File: config.mk
export PLATFORM = sky130hd
export DESIGN_NAME = dual_reload_timer
export DESIGN_NICKNAME = d
export VERILOG_FILES = /design/src/rtl/tmr_pkg.sv /design/src/rtl/tmr_prescale.sv /design/src/rtl/tmr_half.sv /design/src/rtl/dual_reload_timer.sv
export SDC_FILE = /design/constraint.sdc
export NUM_CORES = 1
export LEC_CHECK = 0
export ABC_AREA = 1
export CAP_MARGIN = 25
export CORE_ASPECT_RATIO = 0.8
export CORE_UTILIZATION = 50
export CTS_BUF_LIST = sky130_fd_sc_hd__clkbuf_8
export DETAILED_ROUTE_END_ITERATION = 10
export PLACE_DENSITY = 0.84
export SYNTH_ARGS = -nofsm -noshare
export SYNTH_HDL_FRONTEND = slang
export SYNTH_HIERARCHICAL = 1
export SYNTH_SLANG_ARGS = --single-unit
File: constraint.sdc
create_clock -name clk -period 2 [get_ports clk]
set_clock_uncertainty 0.05 [all_clocks]
set_input_delay 0.4 -clock clk [delete_from_list [all_inputs] [get_ports clk]]
set_output_delay 0.4 -clock clk [all_outputs]
set_load 0.01 [all_outputs]
File: src/rtl/tmr_pkg.sv
package tmr_pkg;
  localparam int ADDR_W = 3;

  localparam logic [ADDR_W-1:0] A_CTRL   = 3'd0;
  localparam logic [ADDR_W-1:0] A_FLAG   = 3'd1;
  localparam logic [ADDR_W-1:0] A_RLD_LO = 3'd2;
  localparam logic [ADDR_W-1:0] A_RLD_HI = 3'd3;
  localparam logic [ADDR_W-1:0] A_CNT_LO = 3'd4;
  localparam logic [ADDR_W-1:0] A_CNT_HI = 3'd5;

  localparam int CTRL_W = 6;

  // Control register layout, MSB first (bit5 .. bit0).
  typedef struct packed {
    logic lo_irq_en;
    logic irq_en;
    logic lo_sys;
    logic hi_sys;
    logic ext_sel;
    logic run_hi;
  } ctrl_t;

  localparam int LO = 0;
  localparam int HI = 1;
endpackage

File: src/rtl/tmr_prescale.sv
module tmr_prescale #(
  parameter int PRE_DIV     = 12,
  parameter int EXT_DIV     = 8,
  parameter int SYNC_STAGES = 2
) (
  input  logic clk,
  input  logic rst,
  input  logic ext_clk,
  output logic div_tick,
  output logic ext_tick
);
  localparam int DIV_W = (PRE_DIV > 1) ? $clog2(PRE_DIV) : 1;
  localparam int EXT_W = (EXT_DIV > 1) ? $clog2(EXT_DIV) : 1;

  logic [DIV_W-1:0]       div_q;
  logic [EXT_W-1:0]       edge_q;
  logic [SYNC_STAGES:0]   sync_q;
  logic                   rise;

  // Free-running divider for the slow system-clock rate.
  always_ff @(posedge clk) begin
    if (rst)           div_q <= '0;
    else if (div_tick) div_q <= '0;
    else               div_q <= div_q + 1'b1;
  end
  assign div_tick = (div_q == DIV_W'(PRE_DIV - 1));

  // Synchronizer chain plus one history stage for edge detection.
  always_ff @(posedge clk) begin
    if (rst) sync_q <= '0;
    else     sync_q <= {sync_q[SYNC_STAGES-1:0], ext_clk};
  end
  assign rise = sync_q[SYNC_STAGES-1] & ~sync_q[SYNC_STAGES];

  always_ff @(posedge clk) begin
    if (rst)           edge_q <= '0;
    else if (ext_tick) edge_q <= '0;
    else if (rise)     edge_q <= edge_q + 1'b1;
  end
  assign ext_tick = rise && (edge_q == EXT_W'(EXT_DIV - 1));


  div_gap_chk: assert property (@(posedge clk) disable iff (rst)
    div_tick |=> !div_tick);


  ext_gap_chk: assert property (@(posedge clk) disable iff (rst)
    ext_tick |=> !ext_tick);
endmodule

File: src/rtl/tmr_half.sv
module tmr_half #(
  parameter int W = 8
) (
  input  logic         clk,
  input  logic         rst,
  input  logic         tick,
  input  logic         load,
  input  logic [W-1:0] load_val,
  input  logic [W-1:0] reload,
  output logic [W-1:0] cnt,
  output logic         wrap
);
  localparam logic [W-1:0] TOP = '1;

  assign wrap = tick && !load && (cnt == TOP);

  always_ff @(posedge clk) begin
    if (rst)       cnt <= '0;
    else if (load) cnt <= load_val;
    else if (wrap) cnt <= reload;
    else if (tick) cnt <= cnt + 1'b1;
  end


  reload_chk: assert property (@(posedge clk) disable iff (rst)
    (tick && !load && cnt == TOP) |=> (cnt == $past(reload)));


  load_win_chk: assert property (@(posedge clk) disable iff (rst)
    load |=> (cnt == $past(load_val)));
endmodule

File: src/rtl/dual_reload_timer.sv
module dual_reload_timer
  import tmr_pkg::*;
#(
  parameter int W           = 8,
  parameter int PRE_DIV     = 12,
  parameter int EXT_DIV     = 8,
  parameter int SYNC_STAGES = 2
) (
  input  logic              clk,
  input  logic              rst,
  input  logic              ext_clk,
  input  logic              wr_en,
  input  logic [ADDR_W-1:0] wr_addr,
  input  logic [W-1:0]      wr_data,
  output logic [W-1:0]      cnt_lo,
  output logic [W-1:0]      cnt_hi,
  output logic              flag_lo,
  output logic              flag_hi,
  output logic              irq,
  output logic              lo_wrap_stb
);
  ctrl_t             ctrl_q;
  logic [1:0]        flag_q;
  logic              irq_q;
  logic              stb_q;
  logic              div_tick;
  logic              ext_tick;
  logic              slow_tick;
  logic [1:0]        tick;
  logic [1:0]        load;
  logic [1:0]        wrap;
  logic [1:0][W-1:0] cnt_w;
  logic              wr_ctrl;
  logic              wr_flag;

  assign wr_ctrl = wr_en && (wr_addr == A_CTRL);
  assign wr_flag = wr_en && (wr_addr == A_FLAG);

  tmr_prescale #(
    .PRE_DIV     (PRE_DIV),
    .EXT_DIV     (EXT_DIV),
    .SYNC_STAGES (SYNC_STAGES)
  ) u_pre (
    .clk      (clk),
    .rst      (rst),
    .ext_clk  (ext_clk),
    .div_tick (div_tick),
    .ext_tick (ext_tick)
  );

  assign slow_tick = ctrl_q.ext_sel ? ext_tick : div_tick;

  always_ff @(posedge clk) begin
    if (rst)          ctrl_q <= '0;
    else if (wr_ctrl) ctrl_q <= ctrl_t'(wr_data[CTRL_W-1:0]);
  end

  for (genvar g = 0; g < 2; g++) begin : g_half
    localparam logic [ADDR_W-1:0] RLD_A = (g == HI) ? A_RLD_HI : A_RLD_LO;
    localparam logic [ADDR_W-1:0] CNT_A = (g == HI) ? A_CNT_HI : A_CNT_LO;

    logic [W-1:0] rld_q;
    logic         sys_mode;
    logic         gate;

    assign sys_mode = (g == HI) ? ctrl_q.hi_sys : ctrl_q.lo_sys;
    assign gate     = (g == HI) ? ctrl_q.run_hi : 1'b1;
    assign tick[g]  = gate & (sys_mode | slow_tick);
    assign load[g]  = wr_en && (wr_addr == CNT_A);

    always_ff @(posedge clk) begin
      if (rst)                              rld_q <= '0;
      else if (wr_en && wr_addr == RLD_A)   rld_q <= wr_data;
    end

    tmr_half #(.W(W)) u_half (
      .clk      (clk),
      .rst      (rst),
      .tick     (tick[g]),
      .load     (load[g]),
      .load_val (wr_data),
      .reload   (rld_q),
      .cnt      (cnt_w[g]),
      .wrap     (wrap[g])
    );


    flag_sticky_chk: assert property (@(posedge clk) disable iff (rst)
      (flag_q[g] && !wr_flag) |=> flag_q[g]);
  end

  // Flag write takes precedence over a wrap in the same cycle.
  always_ff @(posedge clk) begin
    if (rst)          flag_q <= '0;
    else if (wr_flag) flag_q <= wr_data[1:0];
    else              flag_q <= flag_q | wrap;
  end

  always_ff @(posedge clk) begin
    if (rst) begin
      irq_q <= 1'b0;
      stb_q <= 1'b0;
    end else begin
      irq_q <= ctrl_q.irq_en & (flag_q[HI] | (flag_q[LO] & ctrl_q.lo_irq_en));
      stb_q <= wrap[LO];
    end
  end

  assign cnt_lo      = cnt_w[LO];
  assign cnt_hi      = cnt_w[HI];
  assign flag_lo     = flag_q[LO];
  assign flag_hi     = flag_q[HI];
  assign irq         = irq_q;
  assign lo_wrap_stb = stb_q;


  hi_hold_chk: assert property (@(posedge clk) disable iff (rst)
    (!ctrl_q.run_hi && !load[HI]) |=> $stable(cnt_hi));


  irq_off_chk: assert property (@(posedge clk) disable iff (rst)
    !ctrl_q.irq_en |=> !irq);


  stb_flag_chk: assert property (@(posedge clk) disable iff (rst)
    (wrap[LO] && !wr_flag) |=> (lo_wrap_stb && flag_lo));
endmodule

==> results of run 1 <==
==> cell families after synthesis <==
kind of cell               count (synthesis)  share of synthesized area, %
and+or+nand+nor                          225                          39.4
buffers and inverters                     59                          9.10
adders and majority gates                  5                          2.25
DFF                                       52                          37.5
xor gates and xnor gates                   6                          1.89
AOI/OAI and AO/OA                         43                          9.87
==> area by class of cell <==
cell class,count,area [µm²],share of cell area (%)
clock buffer,7,96.3,2.67
inverter,51,191,5.30
tap,62,77.6,2.15
timing repair buffer,57,544,15.1
sequential,52,1040,28.9
clock inverter,1,30.0,0.832
multi-input combinational,279,1630,45.1
==> metrics by stage <==
step | TNS [ns] | hold slack, ns | worst slack [ns]
2_1_floorplan | 0 | 0.338 | 0.0119
3_3_place_gp | -1.98 | 0.341 | -0.159
3_5_place_dp | -2.58 | 0.351 | -0.222
4_1_cts | 0 | 0.363 | 0.00790
5_1_grt | -0.255 | 0.393 | -0.0818
6_report | 0 | 0.363 | 0.0181
==> cells in the mapped netlist, types with 4 or more instances <==
master | count | area share [%]
nand2_1 | 72 | 9.7
nor2_1 | 64 | 8.7
nand3_1 | 53 | 9.6
dfxtp_1 | 52 | 37
inv_1 | 45 | 6.1
a21oi_1 | 18 | 3.2
a22oi_1 | 16 | 4.3
nand3b_1 | 8 | 2.2
nor2_4 | 8 | 3.2
inv_2 | 6 | 0.81
ha_1 | 5 | 2.3
or2_2 | 5 | 1.1
buf_6 | 4 | 1.6
nand2_4 | 4 | 1.6
o21ai_0 | 4 | 0.72
xor2_1 | 4 | 1.3
==> what timing repair did <==
item / CTS / global route
endpoints found under the setup margin: 18 / 18
cloned: 0 / 0
gates resized for setup: 12 / 31
pin swaps: 3 / 13
buffers inserted: 0 / 1
==> worst register-to-register path: cells and delay by family (launching register included) <==
| family | cells | cell delay, ns |
|---|---|---|
| DFF | 1 | 0.35 |
| and+or+nand+nor | 4 | 0.76 |
| adders and majority gates | 2 | 0.31 |
| AOI/OAI and AO/OA | 3 | 0.41 |
| buffers and inverters | 1 | 0.03 |
==> layer usage <==
metal | GRT usage, % | vias to the layer above
li1 | - | 1368
met1 | 34.8 | 1286
met2 | 40.4 | 144
met3 | 4.40 | 24
met4 | 9.79 | 0
met5 | 0 | -
==> cells in the final DEF (no fill, tap or decap), drive strengths merged <==
cell	count
a21oi	21
a22oi	16
buf	23
bufinv	1
clkbuf	7
clkdlybuf4s50	34
dfxtp	52
ha	5
inv	51
nand2	79
nand3	56
nand3b	8
nand4	1
nor2	74
nor3	2
o21ai	6
or2	5
xnor2	2
xor2	4
==> power by group <==
group | internal, mW | switching, mW | leakage (nW)
registers | 1.07 | 0.0298 | 0.423
logic | 0.121 | 0.159 | 1.00
clock network | 0.441 | 0.329 | 0.0645
==> flip-flops by register name, summed over array words and instances (netlist names) <==
signal             cells
u_pre/div_q            4
g_half.u_half/cnt     16
lo_wrap_stb            1
u_pre/edge_q           3
flag_q                 2
g_half.rld_q          16
g_half.sys_mode        2
g_half.gate            1
u_pre/sync_q           3
irq                    1
ctrl_q                 3
==> worst min path at each step <==
stage	from	endpoint	slack, ns	cells past startpoint
4_1_cts	u_pre/sync_q[0]$_SDFF_PP0_	u_pre/sync_q[1]$_SDFF_PP0_	0.36	2
3_5_place_dp	u_pre/sync_q[0]$_SDFF_PP0_	u_pre/sync_q[1]$_SDFF_PP0_	0.35	2
5_1_grt	u_pre/sync_q[0]$_SDFF_PP0_	u_pre/sync_q[1]$_SDFF_PP0_	0.39	2
6_report	u_pre/sync_q[0]$_SDFF_PP0_	u_pre/sync_q[1]$_SDFF_PP0_	0.36	2
3_3_place_gp	u_pre/sync_q[0]$_SDFF_PP0_	u_pre/sync_q[1]$_SDFF_PP0_	0.34	2
2_1_floorplan	u_pre/sync_q[0]$_SDFF_PP0_	u_pre/sync_q[1]$_SDFF_PP0_	0.34	2
==> results.py, run 1 <==
metrics = {
    "route": {
        "met3WireLength_um": 638,
        "routed_wl_um": 7570,
        "wl_met1_um": 3160,
        "met2WireLength_um": 3580,
        "drc": 0,
        "vias": 2822,
        "dr.max_layer_used": "met4",
        "firstDrtPassIters": 5,
        "wl_per_cell_um": 14.9,
        "final_antenna_net_count": 0,
        "drt_iter0_drc": 357,
        "vias_per_cell": 5.54,
    },
    "timing": {
        "setup_violations": 0,
        "period_share_pct": 99.1,
        "finalCriticalPeriod_ns": 1.98,
        "report.final.slew_viol_count": 0,
        "tightest_slew_ns": 0.412,
        "fmax_mhz": 505,
        "rsz0062_at_grt": "yes",
        "relSlewSlack_pct": 72.5,
        "finalHoldViolCount": 0,
    },
    "place": {
        "hpwlAfterDp_um": 5170,
        "placed_area_um2": 3320,
        "portBuffers": 34,
        "gp_congestion": 0.853,
        "place_inst": 500,
    },
    "power_and_ir_drop": {
        "p_leak_nw": 1.49,
        "p_per_area_nw_per_um2": 595,
        "power.total_mw": 2.15,
        "ir_worst_vdd_mv": 0.372,
    },
    "critical_path": {
        "worstSetupPathDepth": 10,
        "rr_startpoint": "u_pre/edge_q[1]$_SDFFE_PP0P_",
        "r2r_end": "g_half[0].u_half/cnt[2]$_SDFFE_PP0P_",
        "crit_chain": "ha_4 -> ha_4 -> nand3_4 -> inv_2 -> nand2_2 -> o21ai_4 -> or2_4 -> nor2_2 -> a22oi_1 -> a21oi_2",
        "endpoint": "g_half[0].u_half/cnt[2]$_SDFFE_PP0P_",
        "path_buf_inv": 1,
        "reg2regPathDepth": 10,
        "crit_fanout": 8,
        "worst_path_largest_cell_delay_ns": 0.35,
        "cpMostUsedCell": "ha_4",
        "rrSetupSlack_ns": 0.02,
        "crit_type": "register to register",
        "critPathCaptureType": "register",
        "crit_path_start": "u_pre/edge_q[1]$_SDFFE_PP0P_",
        "cp_data_required_time_ns": 2.19,
        "slowest_stage": "dfxtp_2",
        "startpoint_type": "register",
        "arrival_ns": 2.17,
        "crit_family": "simple AND/OR/NAND/NOR gates",
    },
    "clock_tree": {
        "clkTransAtPathRegs_ns": 0.09,
        "htree_levels": 2,
        "cts.sinks": 52,
        "clk_latency_ns": 0.30,
        "clk_path_buf_depth": 2,
        "clock-root-buffer": "clkbuf_8",
        "cts_made_buffers": 5,
        "cts_hold_buf": 0,
        "cts_tree": "yes",
    },
    "die": {
        "die-area_um2": 5860,
        "num_rows": 23,
        "coreArea_um2": 5180,
        "fp.dieH_um": 68.7,
        "ioPinCount": 35,
        "die_x_um": 85.3,
        "start_util_pct": 53.6,
    },
    "global_route": {
        "grt_pass1_vias": 2479,
        "grt_pass1_wl_um": 11400,
        "track_usage_pct": 25.4,
        "grt_max_degree": 26,
        "grt_overflow": 0,
        "antenna_found_initial": 0,
    },
    "finish": {
        "area_delta_synth_final_pct": 30.1,
        "final_cells": 509,
        "nets": 466,
        "final_area_um2": 3610,
        "n_antenna_cell": 0,
        "fillers": 395,
        "utilization_pct": 69.7,
        "drive_gt1_share_pct": 21.7,
    },
    "logic_synthesis": {
        "synth_nets": 410,
        "ys.flop_type": "dfxtp_1",
        "synth_edf_count": 0,
        "synthesis.area_um2": 2780,
        "synthArstFlopShare_pct": 0,
        "synthCells": 390,
        "ys_ff_latch": 52,
        "ys_seq_area_share_pct": 37.5,
        "syn_avg_cell_area_um2": 7.12,
        "synth_cell_type_count": 27,
        "ys_warn_count": 6,
    },
    "min_path": {
        "min_path_type": "register to register",
    },
    "status": {
        "status": "completed",
    },
    "run": {
        "max_cap_violations": 0,
    },
}
(Power assumes the default switching activity.)
==> run 2: changes to the inputs <==
- HOLD_SLACK_MARGIN: not set -> 0.15
- PLACE_DENSITY: 0.84 -> 0.81
- clock period: 2 -> 2.2 ns (I/O delays scaled with it)
==> run 2 against run 1 <==
Die area unchanged. Sequential share of layout area is 1.7 points higher. Wire length down 8.7%. Clock-buffer cell count unchanged.
==> results.py, run 2 (same netlist as run 1, synthesis figures left out) <==
metrics = {
    "route": {
        "wl_per_cell_um": 13.8,
        "final_antenna_net_count": 0,
        "vias": 2672,
        "vias_per_cell": 5.33,
        "routed_wl_um": 6910,
        "firstDrtPassIters": 5,
        "drt_iter0_drc": 265,
        "drc": 0,
    },
    "global_route": {
        "grt_overflow": 0,
        "grt_max_degree": 26,
        "antenna_found_initial": 0,
        "track_usage_pct": 25.2,
        "grt_pass1_vias": 2347,
        "grt_pass1_wl_um": 11200,
    },
    "die": {
        "num_rows": 23,
        "fp.dieH_um": 68.7,
        "start_util_pct": 53.6,
        "die_x_um": 85.3,
        "ioPinCount": 35,
        "coreArea_um2": 5180,
        "die-area_um2": 5860,
    },
    "timing": {
        "tns_ns": 0,
        "report.final.slew_viol_count": 0,
        "finalCriticalPeriod_ns": 2.10,
        "period_share_pct": 95.2,
        "tightest_slew_ns": 0.512,
        "finalHoldViolCount": 0,
        "hold-worst-slack_ns": 0.359,
        "fmax_mhz": 477,
        "setup_violations": 0,
        "relSlewSlack_pct": 65.8,
    },
    "clock_tree": {
        "cts.sinks": 52,
        "clk_path_buf_depth": 2,
        "cts_made_buffers": 5,
        "cts_hold_buf": 0,
        "clk_latency_ns": 0.30,
        "clkTransAtPathRegs_ns": 0.09,
        "clock-root-buffer": "clkbuf_8",
        "post-cts-setup-buffers": 0,
        "htree_levels": 2,
        "cts_tree": "yes",
    },
    "run": {
        "max_cap_violations": 0,
    },
    "min_path": {
        "min_path_type": "register to register",
        "holdPathStages": 2,
        "min_to": "u_pre/sync_q[1]$_SDFF_PP0_",
        "hp-start": "u_pre/sync_q[0]$_SDFF_PP0_",
    },
    "critical_path": {
        "reg2regPathDepth": 14,
        "crit_type": "register to register",
        "rr_startpoint": "u_pre/edge_q[0]$_SDFFE_PP0P_",
        "arrival_ns": 2.25,
        "crit_chain": "ha_1 -> ha_1 -> nand3_2 -> inv_1 -> nand2_1 -> o21ai_2 -> or2_4 -> nand2_2 -> nor2_4 -> nand2_4 -> inv_1 -> or2_2 -> nor2_1 -> nor2_1",
        "crit_family": "simple AND/OR/NAND/NOR gates",
        "cp_data_required_time_ns": 2.36,
        "slowest_stage": "dfxtp_2",
        "rrSetupSlack_ns": 0.10,
        "crit_fanout": 3,
        "r2r_end": "flag_q[0]$_SDFF_PP0_",
        "startpoint_type": "register",
        "critPathCaptureType": "register",
        "path_buf_inv": 2,
        "worst_path_largest_cell_delay_ns": 0.34,
    },
    "place": {
        "hpwlAfterDp_um": 5140,
        "portBuffers": 34,
        "gp_congestion": 0.865,
    },
    "finish": {
        "final_common_cell": "nand2_1",
        "area_delta_synth_final_pct": 22.7,
        "mostFrequentLayoutCells": "nand2_1 (70), nor2_1 (61), nand3_1 (52)",
        "nets": 458,
        "n_antenna_cell": 0,
        "reg_top3": "g_half.rld_q (16), g_half.u_half/cnt (16), u_pre/div_q (4)",
        "drive_gt1_share_pct": 15.7,
    },
    "power_and_ir_drop": {
        "p_leak_nw": 1.44,
        "p_per_area_nw_per_um2": 566,
        "ir_worst_vdd_mv": 0.391,
        "power.total_mw": 1.93,
    },
    "status": {
        "status": "completed",
    },
}
-- run 2: cell types whose count changed in the layout (fill, tap and decap cells not counted), sizes merged --
cell  change
buf       -8
-- run 2: worst max-delay path by stage --
stage          depth (start not counted)  slack (ns)                         start                              endpoint
2_1_floorplan                         14        0.10  u_pre/edge_q[0]$_SDFFE_PP0P_                  flag_q[0]$_SDFF_PP0_
3_3_place_gp                          11       -0.03                    wr_addr[2]                  flag_q[0]$_SDFF_PP0_
3_5_place_dp                          11       -0.09  u_pre/edge_q[0]$_SDFFE_PP0P_  g_half[1].u_half/cnt[4]$_SDFFE_PP0P_
4_1_cts                               15       -0.01  u_pre/edge_q[0]$_SDFFE_PP0P_                  flag_q[1]$_SDFF_PP0_
5_1_grt                               15      -0.008  u_pre/edge_q[0]$_SDFFE_PP0P_                  flag_q[1]$_SDFF_PP0_
6_report                              14        0.10  u_pre/edge_q[0]$_SDFFE_PP0P_                  flag_q[0]$_SDFF_PP0_
-- run 2: final cells by class --
cell class                      instances  area [µm²]
Sequential cell                        52        1040
Clock inverter                          1        30.0
Tap cell                               62        77.6
Inverter                               51         191
Multi-Input combinational cell        279        1520
Fill cell                             451        1770
Timing Repair Buffer                   49         453
Clock buffer                            7        96.3
-- run 2: tightest hold or removal path: stages (launching register included) --
cell     delay [ns]
dfxtp_1        0.31
inv_1          0.04
nor2_1         0.03
-- run 2: metal layers --
metal | track usage (%) | part of all wire (%) | vias to the layer above
met4 | 7.71 | 1.2 | 0
met5 | 0 | 0 | -
li1 | - | - | 1351
met3 | 3.21 | 6.4 | 7
met2 | 41.5 | 46 | 100
met1 | 35.1 | 47 | 1214
-- run 2: repair_timing --
item | 4_1_cts | 5_1_grt
resized for setup | 5 | 9
pin swaps | 0 | 2
endpoints found under the setup margin | 18 | 18
-- run 2: report_power, final --
part,leakage [nW],internal (mW),switching [mW],total (mW)
sequential,0.423,0.971,0.0271,0.998
combinational,0.951,0.0963,0.129,0.225
clock,0.0645,0.401,0.302,0.703
total,1.44,1.47,0.457,1.93
-- run 2: per-stage QoR --
stage | area [µm²] | setup slack, ns | utilization, % | std cells
finish | 3410 | 0.105 | 65.7 | 501
global route | 3410 | -0.00832 | 65.7 | 501
CTS | 3380 | -0.00955 | 65.3 | 501
detailed placement | 3250 | -0.0909 | 62.7 | 493
global placement | 3250 | -0.0330 | 62.7 | 493
floorplan | 2780 | 0.101 | - | 390
